===== src/rtl/tmr8_pkg.sv =====
package tmr8_pkg;
  typedef enum logic [1:0] {
    REG_CTRL   = 2'd0,
    REG_RELOAD = 2'd1,
    REG_COUNT  = 2'd2,
    REG_STATUS = 2'd3
  } reg_addr_e;

  localparam int CTRL_MODE_BIT = 0;
  localparam int CTRL_IE_BIT   = 1;
  localparam int STAT_OVF_BIT  = 0;
endpackage


===== src/rtl/tmr8_regs.sv =====
module tmr8_regs
  import tmr8_pkg::*;
#(
  parameter int W = 8
) (
  input  logic         clk_i,
  input  logic         rst_ni,
  input  logic         wr_en_i,
  input  logic [1:0]   addr_i,
  input  logic [W-1:0] wdata_i,
  output logic [W-1:0] reload_o,
  output logic         mode_o,
  output logic         irq_en_o,
  output logic         reload_wr_o,
  output logic         flag_clr_o
);
  logic ctrl_wr;

  assign ctrl_wr     = wr_en_i && (addr_i == REG_CTRL);
  assign reload_wr_o = wr_en_i && (addr_i == REG_RELOAD);
  assign flag_clr_o  = wr_en_i && (addr_i == REG_STATUS) && wdata_i[STAT_OVF_BIT];

  always_ff @(posedge clk_i or negedge rst_ni) begin
    if (!rst_ni) begin
      reload_o <= '0;
      mode_o   <= 1'b0;
      irq_en_o <= 1'b0;
    end else begin
      if (reload_wr_o) reload_o <= wdata_i;
      if (ctrl_wr) begin
        mode_o   <= wdata_i[CTRL_MODE_BIT];
        irq_en_o <= wdata_i[CTRL_IE_BIT];
      end
    end
  end
endmodule


===== src/rtl/tmr8_counter.sv =====
module tmr8_counter #(
  parameter int W = 8
) (
  input  logic         clk_i,
  input  logic         rst_ni,
  input  logic         cnt_en_i,
  input  logic         load_i,
  input  logic [W-1:0] load_val_i,
  input  logic [W-1:0] reload_i,
  input  logic         mode_i,
  output logic [W-1:0] cnt_o,
  output logic         ovf_o
);
  localparam logic [W-1:0] TOP = {W{1'b1}};

  logic [W-1:0] cnt_d;
  logic         at_top;

  assign at_top = (cnt_o == TOP);
  // a load in the same cycle suppresses the step, so no overflow then
  assign ovf_o  = cnt_en_i && !load_i && at_top;

  always_comb begin
    cnt_d = cnt_o;
    if (load_i)       cnt_d = load_val_i;
    else if (ovf_o)   cnt_d = mode_i ? reload_i : '0;
    else if (cnt_en_i) cnt_d = cnt_o + 1'b1;
  end

  always_ff @(posedge clk_i or negedge rst_ni) begin
    if (!rst_ni) cnt_o <= '0;
    else         cnt_o <= cnt_d;
  end
endmodule


===== src/rtl/tmr8_flag.sv =====
module tmr8_flag (
  input  logic clk_i,
  input  logic rst_ni,
  input  logic ovf_i,
  input  logic clr_i,
  input  logic irq_en_i,
  output logic flag_o,
  output logic irq_o
);
  always_ff @(posedge clk_i or negedge rst_ni) begin
    if (!rst_ni)    flag_o <= 1'b0;
    else if (ovf_i) flag_o <= 1'b1;   // set beats clear
    else if (clr_i) flag_o <= 1'b0;
  end

  assign irq_o = flag_o && irq_en_i;
endmodule


===== src/rtl/reload_tmr8.sv =====
module reload_tmr8
  import tmr8_pkg::*;
#(
  parameter int W = 8
) (
  input  logic         clk_i,
  input  logic         rst_ni,
  input  logic         cnt_en_i,
  input  logic         wr_en_i,
  input  logic [1:0]   addr_i,
  input  logic [W-1:0] wdata_i,
  output logic [W-1:0] rdata_o,
  output logic         irq_o
);
  logic [W-1:0] cnt_q;
  logic [W-1:0] reload_q;
  logic         mode_q;
  logic         irq_en_q;
  logic         flag_q;
  logic         reload_wr;
  logic         flag_clr;
  logic         ovf;

  tmr8_regs #(.W(W)) regs_i (
    .clk_i       (clk_i),
    .rst_ni      (rst_ni),
    .wr_en_i     (wr_en_i),
    .addr_i      (addr_i),
    .wdata_i     (wdata_i),
    .reload_o    (reload_q),
    .mode_o      (mode_q),
    .irq_en_o    (irq_en_q),
    .reload_wr_o (reload_wr),
    .flag_clr_o  (flag_clr)
  );

  tmr8_counter #(.W(W)) cnt_i (
    .clk_i      (clk_i),
    .rst_ni     (rst_ni),
    .cnt_en_i   (cnt_en_i),
    .load_i     (reload_wr),
    .load_val_i (wdata_i),
    .reload_i   (reload_q),
    .mode_i     (mode_q),
    .cnt_o      (cnt_q),
    .ovf_o      (ovf)
  );

  tmr8_flag flag_i (
    .clk_i    (clk_i),
    .rst_ni   (rst_ni),
    .ovf_i    (ovf),
    .clr_i    (flag_clr),
    .irq_en_i (irq_en_q),
    .flag_o   (flag_q),
    .irq_o    (irq_o)
  );

  always_comb begin
    rdata_o = '0;
    case (addr_i)
      REG_CTRL: begin
        rdata_o[CTRL_MODE_BIT] = mode_q;
        rdata_o[CTRL_IE_BIT]   = irq_en_q;
      end
      REG_RELOAD: rdata_o = reload_q;
      REG_COUNT:  rdata_o = cnt_q;
      default:    rdata_o[STAT_OVF_BIT] = flag_q;
    endcase
  end
endmodule


===== config.mk =====
export PLATFORM = sky130hd
export DESIGN_NAME = reload_tmr8
export DESIGN_NICKNAME = d
export VERILOG_FILES = /design/src/rtl/tmr8_pkg.sv /design/src/rtl/tmr8_regs.sv /design/src/rtl/tmr8_counter.sv /design/src/rtl/tmr8_flag.sv /design/src/rtl/reload_tmr8.sv
export SDC_FILE = /design/constraint.sdc
export NUM_CORES = 1
export LEC_CHECK = 0
export BUFFER_PORTS_ARGS = -buffer_cell sky130_fd_sc_hd__buf_2
export CAP_MARGIN = 20
export CORE_UTILIZATION = 45
export DETAILED_ROUTE_END_ITERATION = 8
export HOLD_SLACK_MARGIN = 0.1
export PLACE_DENSITY = 0.67
export SYNTH_ARGS = -nofsm -noshare
export SYNTH_HDL_FRONTEND = slang
export SYNTH_SLANG_ARGS = --single-unit

===== constraint.sdc =====
create_clock -name clk_i -period 2.6 [get_ports clk_i]
set_clock_uncertainty 0.1 [all_clocks]
set_input_delay 0.13 -clock clk_i [delete_from_list [all_inputs] [get_ports clk_i]]
set_output_delay 0.13 -clock clk_i [all_outputs]
set_load 0.05 [all_outputs]

### After elaboration in Yosys (flattened, before gate mapping)

Cells that the tools add are included.

* flip-flop bits (word level): 19
* input bits: 14
* logic and storage cells: 30

* eq/ne operators: 4
* reductions and logical operators: 11
* add/sub/neg operators: 1
* muxes and demuxes: 9

Operator list (count)
* $mux W8: 4
* $pmux W6 S2: 1
* $add A8 B1 Y8 const B: 1
* $eq A8 B8 Y1 const B: 1
* $logic_and A1 B1 Y1: 7
* $pmux W1 S3: 2
* $eq A2 B2 Y1 const B: 2
* $reduce_bool A3 Y1: 1
* $eq A2 B1 Y1 const B: 1
* $logic_not A2 Y1: 1
* $mux W1: 2
* $reduce_bool A2 Y1: 1
* $logic_not A1 Y1: 1

### Longest topological paths before layout

* depth in word-level cells: 7
* gate-level depth with buffers: 7
* gate-level depth less buffers: 6

### By module

A second synthesis with hierarchy kept.

* cell total of the unflattened synthesis: 128
* area, all modules: 1253.7 um2

By module, submodules not included
* tmr8_counter: area an instance 601.8 um2, cells an instance 75, instances 1
* tmr8_regs: area an instance 409.1 um2, cells an instance 24, instances 1
* reload_tmr8: area an instance 200.2 um2, cells an instance 25, instances 1
* tmr8_flag: area an instance 42.5 um2, cells an instance 4, instances 1

### Least setup slack after synthesis

No wires, ideal clock.

* path kind: input -> output
* from: input port addr_i[1]
* to: output port rdata_o[0]
* stages on the path: 5
* arrival time: 1484 ps
* buffers on the path: 1
* required time: 2370 ps
* path slack: 886 ps
* cell sequence: inv_1 ha_1 clkbuf_1 a222oi_1 mux2i_1

* word-level cells in the longest chain between the ends: 2
* elaborated cells on any way between the ends: 4
* those cells by class: eq/ne (2); mux (1); reduce/logical (1)

Ends and longest elaborated chain
* start, declared: RTL line reload_tmr8.sv:10 `input logic [1:0] addr_i,`
* $eq A2 B2 Y1, or another cell as far along: RTL line reload_tmr8.sv:61 `case (addr_i)`
* $pmux W1 S3 *: RTL line reload_tmr8.sv:61
* end, declared: RTL line reload_tmr8.sv:12 `output logic [W-1:0] rdata_o,`

Mark *: on every way between the ends. The rest lies on a longest branch, timed or not.

### Worst setup path in the final report

* from: register cnt_i.cnt_o[0]
* to: register cnt_i.cnt_o[3]

* word-level cells in the longest chain between the ends: 4
* elaborated cells on any way between the ends: 7
* those cells by class: add/sub (1); eq/ne (1); mux (3); reduce/logical (2)

Ends and longest elaborated chain
* start, declared: RTL line tmr8_counter.sv:11 `output logic [W-1:0] cnt_o,`
* start signal, assigned: RTL line tmr8_counter.sv:32 `else cnt_o <= cnt_d;`
* $add A8 B1 Y8 or $eq A8 B8 Y1 (tied branches): RTL line tmr8_counter.sv:27, tmr8_counter.sv:19
* $mux W8 or $logic_and A1 B1 Y1 (tied branches): RTL line tmr8_counter.sv:27, tmr8_counter.sv:21
* $mux W8: RTL line tmr8_counter.sv:26 `else if (ovf_o) cnt_d = mode_i ? reload_i : '0;`
* $mux W8: RTL line tmr8_counter.sv:25 `if (load_i) cnt_d = load_val_i;`

Parallel ways exist; a longest one is shown, timed or not. The select of a mux whose other input is x is not followed.
A chain may end at the register's enable or synchronous reset.

==> results.yml <==
outcome:
  status: "completed"
placement:
  hpwl_um: 2150
  port_buffers: 22
  placedCellCount: 181
  gp_congestion: 0.962
detailed_routing:
  first_pass_iters: 5
  ant_nets: 0
  vias_per_cell: 5.80
  routed_wirelength_um: 2960
  route.detailed.drc: 0
  num_vias: 1137
  drt_first_iter_violations: 55
  wl_per_cell_um: 15.1
synth:
  yosys_most_used_dff: "dfrtp_1"
  ys_seq_area_share_pct: 39.3
  yosys_warnings: 0
  synthCells: 133
  synth_edf_count: 0
  async_flop_share_pct: 100
  syn_nets: 153
  synth_cell_types: 35
  synth-seq-cells: 19
  post_synth.cell_area_avg_um2: 9.11
  synth_area_um2: 1210
clock_tree:
  htree_levels: 1
  cts_tree: "built"
  postCtsSetupBuffers: 0
  root_buffer: "clkbuf_4"
  clock-sinks: 19
  clock_path_buffers: 2
  clk_pin_slew_ps: 110
  cts_buffers: 3
  clock_latency_ps: 310
floorplan:
  num_rows: 18
  start_util_pct: 48.4
  die_y_um: 53.9
  die_w_um: 53.9
  io_pins: 23
  design.core.area_um2: 2500
  dieArea_um2: 2900
sta:
  slew_viol_final: 0
  setup-tns-final_ps: 0
  max_freq_mhz: 513
  whs_ps: 180
  fin_crit_sh_pct: 75.0
  hold_violations: 0
  min_period_ps: 1950
  rsz0062_at_grt: "false"
  slew_headroom_pct: 67.6
  setup_viol: 0
  tightest_slew_ps: 486
power:
  p_leak_nw: 0.680
  power_density_nw_per_um2: 600
  internal_power_uw: 541
  power_frac_clock_pct: 17.4
  netSwitchingPower_uw: 349
  netSwitchingFraction_pct: 39.2
  total_power_uw: 889
  pwr-share-comb_pct: 31.8
  max-vdd-ir-drop_mv: 0.415
  seqPwrFrac_pct: 50.9
global_routing:
  grt_max_degree: 20
  use_met1_pct: 36.5
  grt_pass1_vias: 1019
  overflow: 0
  grt_use_met2_pct: 35.8
  use_met3_pct: 2.82
  grt-busiest-layer: "met1"
  grt_use_total_pct: 25.1
  antenna_found_initial: 0
  grt_pass1_wl_um: 5030
worst_setup_path:
  slowest_delay_ps: 520
  path_class: "reg -> reg"
  arrival_ps: 2100
  cp.required_ps: 2750
  critical_path.startpoint_type: "flop"
  crit_chain: "ha_1 -> nand2_1 -> nor4_4 -> mux2_2 -> o21ai_2"
  end_kind: "flop"
  rrSetupSlack_ps: 650
  cp_max_fo: 8
  slowest_stage: "dfrtp_1"
finish:
  diodes: 0
  fill_cells: 231
  area_delta_synth_final_pct: 22.3
  final_layout_size_suffix_gt1_share_pct: 22.9
  layout.nets: 187
  finalNonFillerCells: 196
job:
  maxCapViolCount: 0
hold_path:
  hold_path.class: "in -> async"
==> cells by family (layout without fill, tap and decap cells) <==
kind of cell,after synthesis,in the layout,synth area share [%]
multiplexers,6,6,5.37
flip-flops,19,19,39.3
adder cells (fa/ha/maj),6,6,6.20
buffers and inverters,8,41,2.69
AO/OA/AOI/OAI,31,31,18.7
XOR/XNOR,3,3,2.17
AND/OR/NAND/NOR,60,60,25.6
==> what timing repair did <==
action | CTS | global route
resized for setup | 0 | 0
hold buffers | 11 | 0
endpoints found under the hold margin | 37 | 0
==> power groups by stage <==
stage,combinational (mW),clock [mW],sequential [mW]
final,0.283,0.154,0.452
after global routing,0.318,0.170,0.464
after CTS,0.283,0.159,0.450
after detailed placement,0.269,0,0.457
after global placement,0.267,0,0.454
after floorplan,0.211,0,0.428
==> registers in the layout (all words and copies together), names as in the netlist <==
name,count
regs_i.irq_en_o,1
cnt_i.cnt_o,8
regs_i.reload_o,8
flag_i.flag_o,1
regs_i.mode_o,1
==> critical path, delay by kind of cell, from the launching register on <==
kind	cells	cell delay, ps
AO/OA/AOI/OAI	1	110
multiplexers	1	400
AND/OR/NAND/NOR	2	420
flip-flops	1	520
adder cells (fa/ha/maj)	1	340
==> cells in the mapped netlist (all sizes together) (2+ instances only) <==
master | number | area, um2
mux2i | 2 | 20.0
nand2 | 32 | 120
o21ai | 5 | 28.8
nand3 | 5 | 25.0
nor2b | 7 | 43.8
a221o | 3 | 33.8
xor2 | 2 | 17.5
mux2 | 4 | 45.0
a31oi | 5 | 31.3
clkbuf | 3 | 11.3
nor2 | 4 | 15.0
and2 | 3 | 20.0
buf | 2 | 10.0
nand4 | 3 | 33.8
a22oi | 7 | 52.6
ha | 6 | 75.1
dfrtp | 19 | 475
a222oi | 2 | 20.0
nor4 | 2 | 27.5
a21oi | 4 | 20.0
inv | 3 | 11.3
==> area by class of cell <==
| class | instances | area (um2) | area share [%] |
|---|---|---|---|
| well taps | 30 | 37.5 | 2.53 |
| repair buffers | 34 | 228 | 15.4 |
| inverters | 3 | 11.3 | 0.760 |
| clock buffers | 4 | 26.3 | 1.77 |
| multi-input cells | 106 | 703 | 47.5 |
| flip-flops and latches | 19 | 475 | 32.1 |
==> cell usage in the layout (no fill, tap or decap), types with 2 or more instances in the layout <==
master and instances:
mux2_2 4, ha_1 6, o21ai_0 4, clkbuf_4 3, nor2_1 4, a222oi_1 2, a221o_2 3, dlygate4sd3_1 11
a31oi_1 5, a21oi_1 4, xor2_1 2, nor2b_1 7, mux2i_1 2, inv_1 3, dfrtp_1 19, buf_2 22
nand4_1 2, and2_1 2, a22oi_1 7, nand3_1 5, nand2_1 32
==> layer usage <==
| layer | share of wire (%) | up-vias |
|---|---|---|
| met5 | 0 | - |
| met4 | 2.0 | 0 |
| met3 | 6.1 | 5 |
| met2 | 46 | 42 |
| met1 | 46 | 542 |
| li1 | - | 548 |
==> metrics by stage <==
stage	worst slack [ps]	util [%]	area, um2
final	651	59.3	1480
after CTS	659	59.3	1480
after detailed placement	457	53.8	1350
after floorplan	886	-	1210
after global placement	563	53.8	1350
after global routing	547	59.3	1480
==> path summary, 6_finish.rpt <==
check,from,endpoint,depth (start not counted)
max,cnt_i.cnt_o[0],cnt_i.cnt_o[3],5
min in group clk_i,addr_i[1],flag_i.flag_o,4
max reg2reg,cnt_i.cnt_o[0],cnt_i.cnt_o[3],5
min reg2reg,regs_i.reload_o[5],regs_i.reload_o[5],2
max in group asynchronous,rst_ni,regs_i.mode_o,2
min,rst_ni,cnt_i.cnt_o[0],2
No activity file was read; power rests on OpenSTA's default activity.
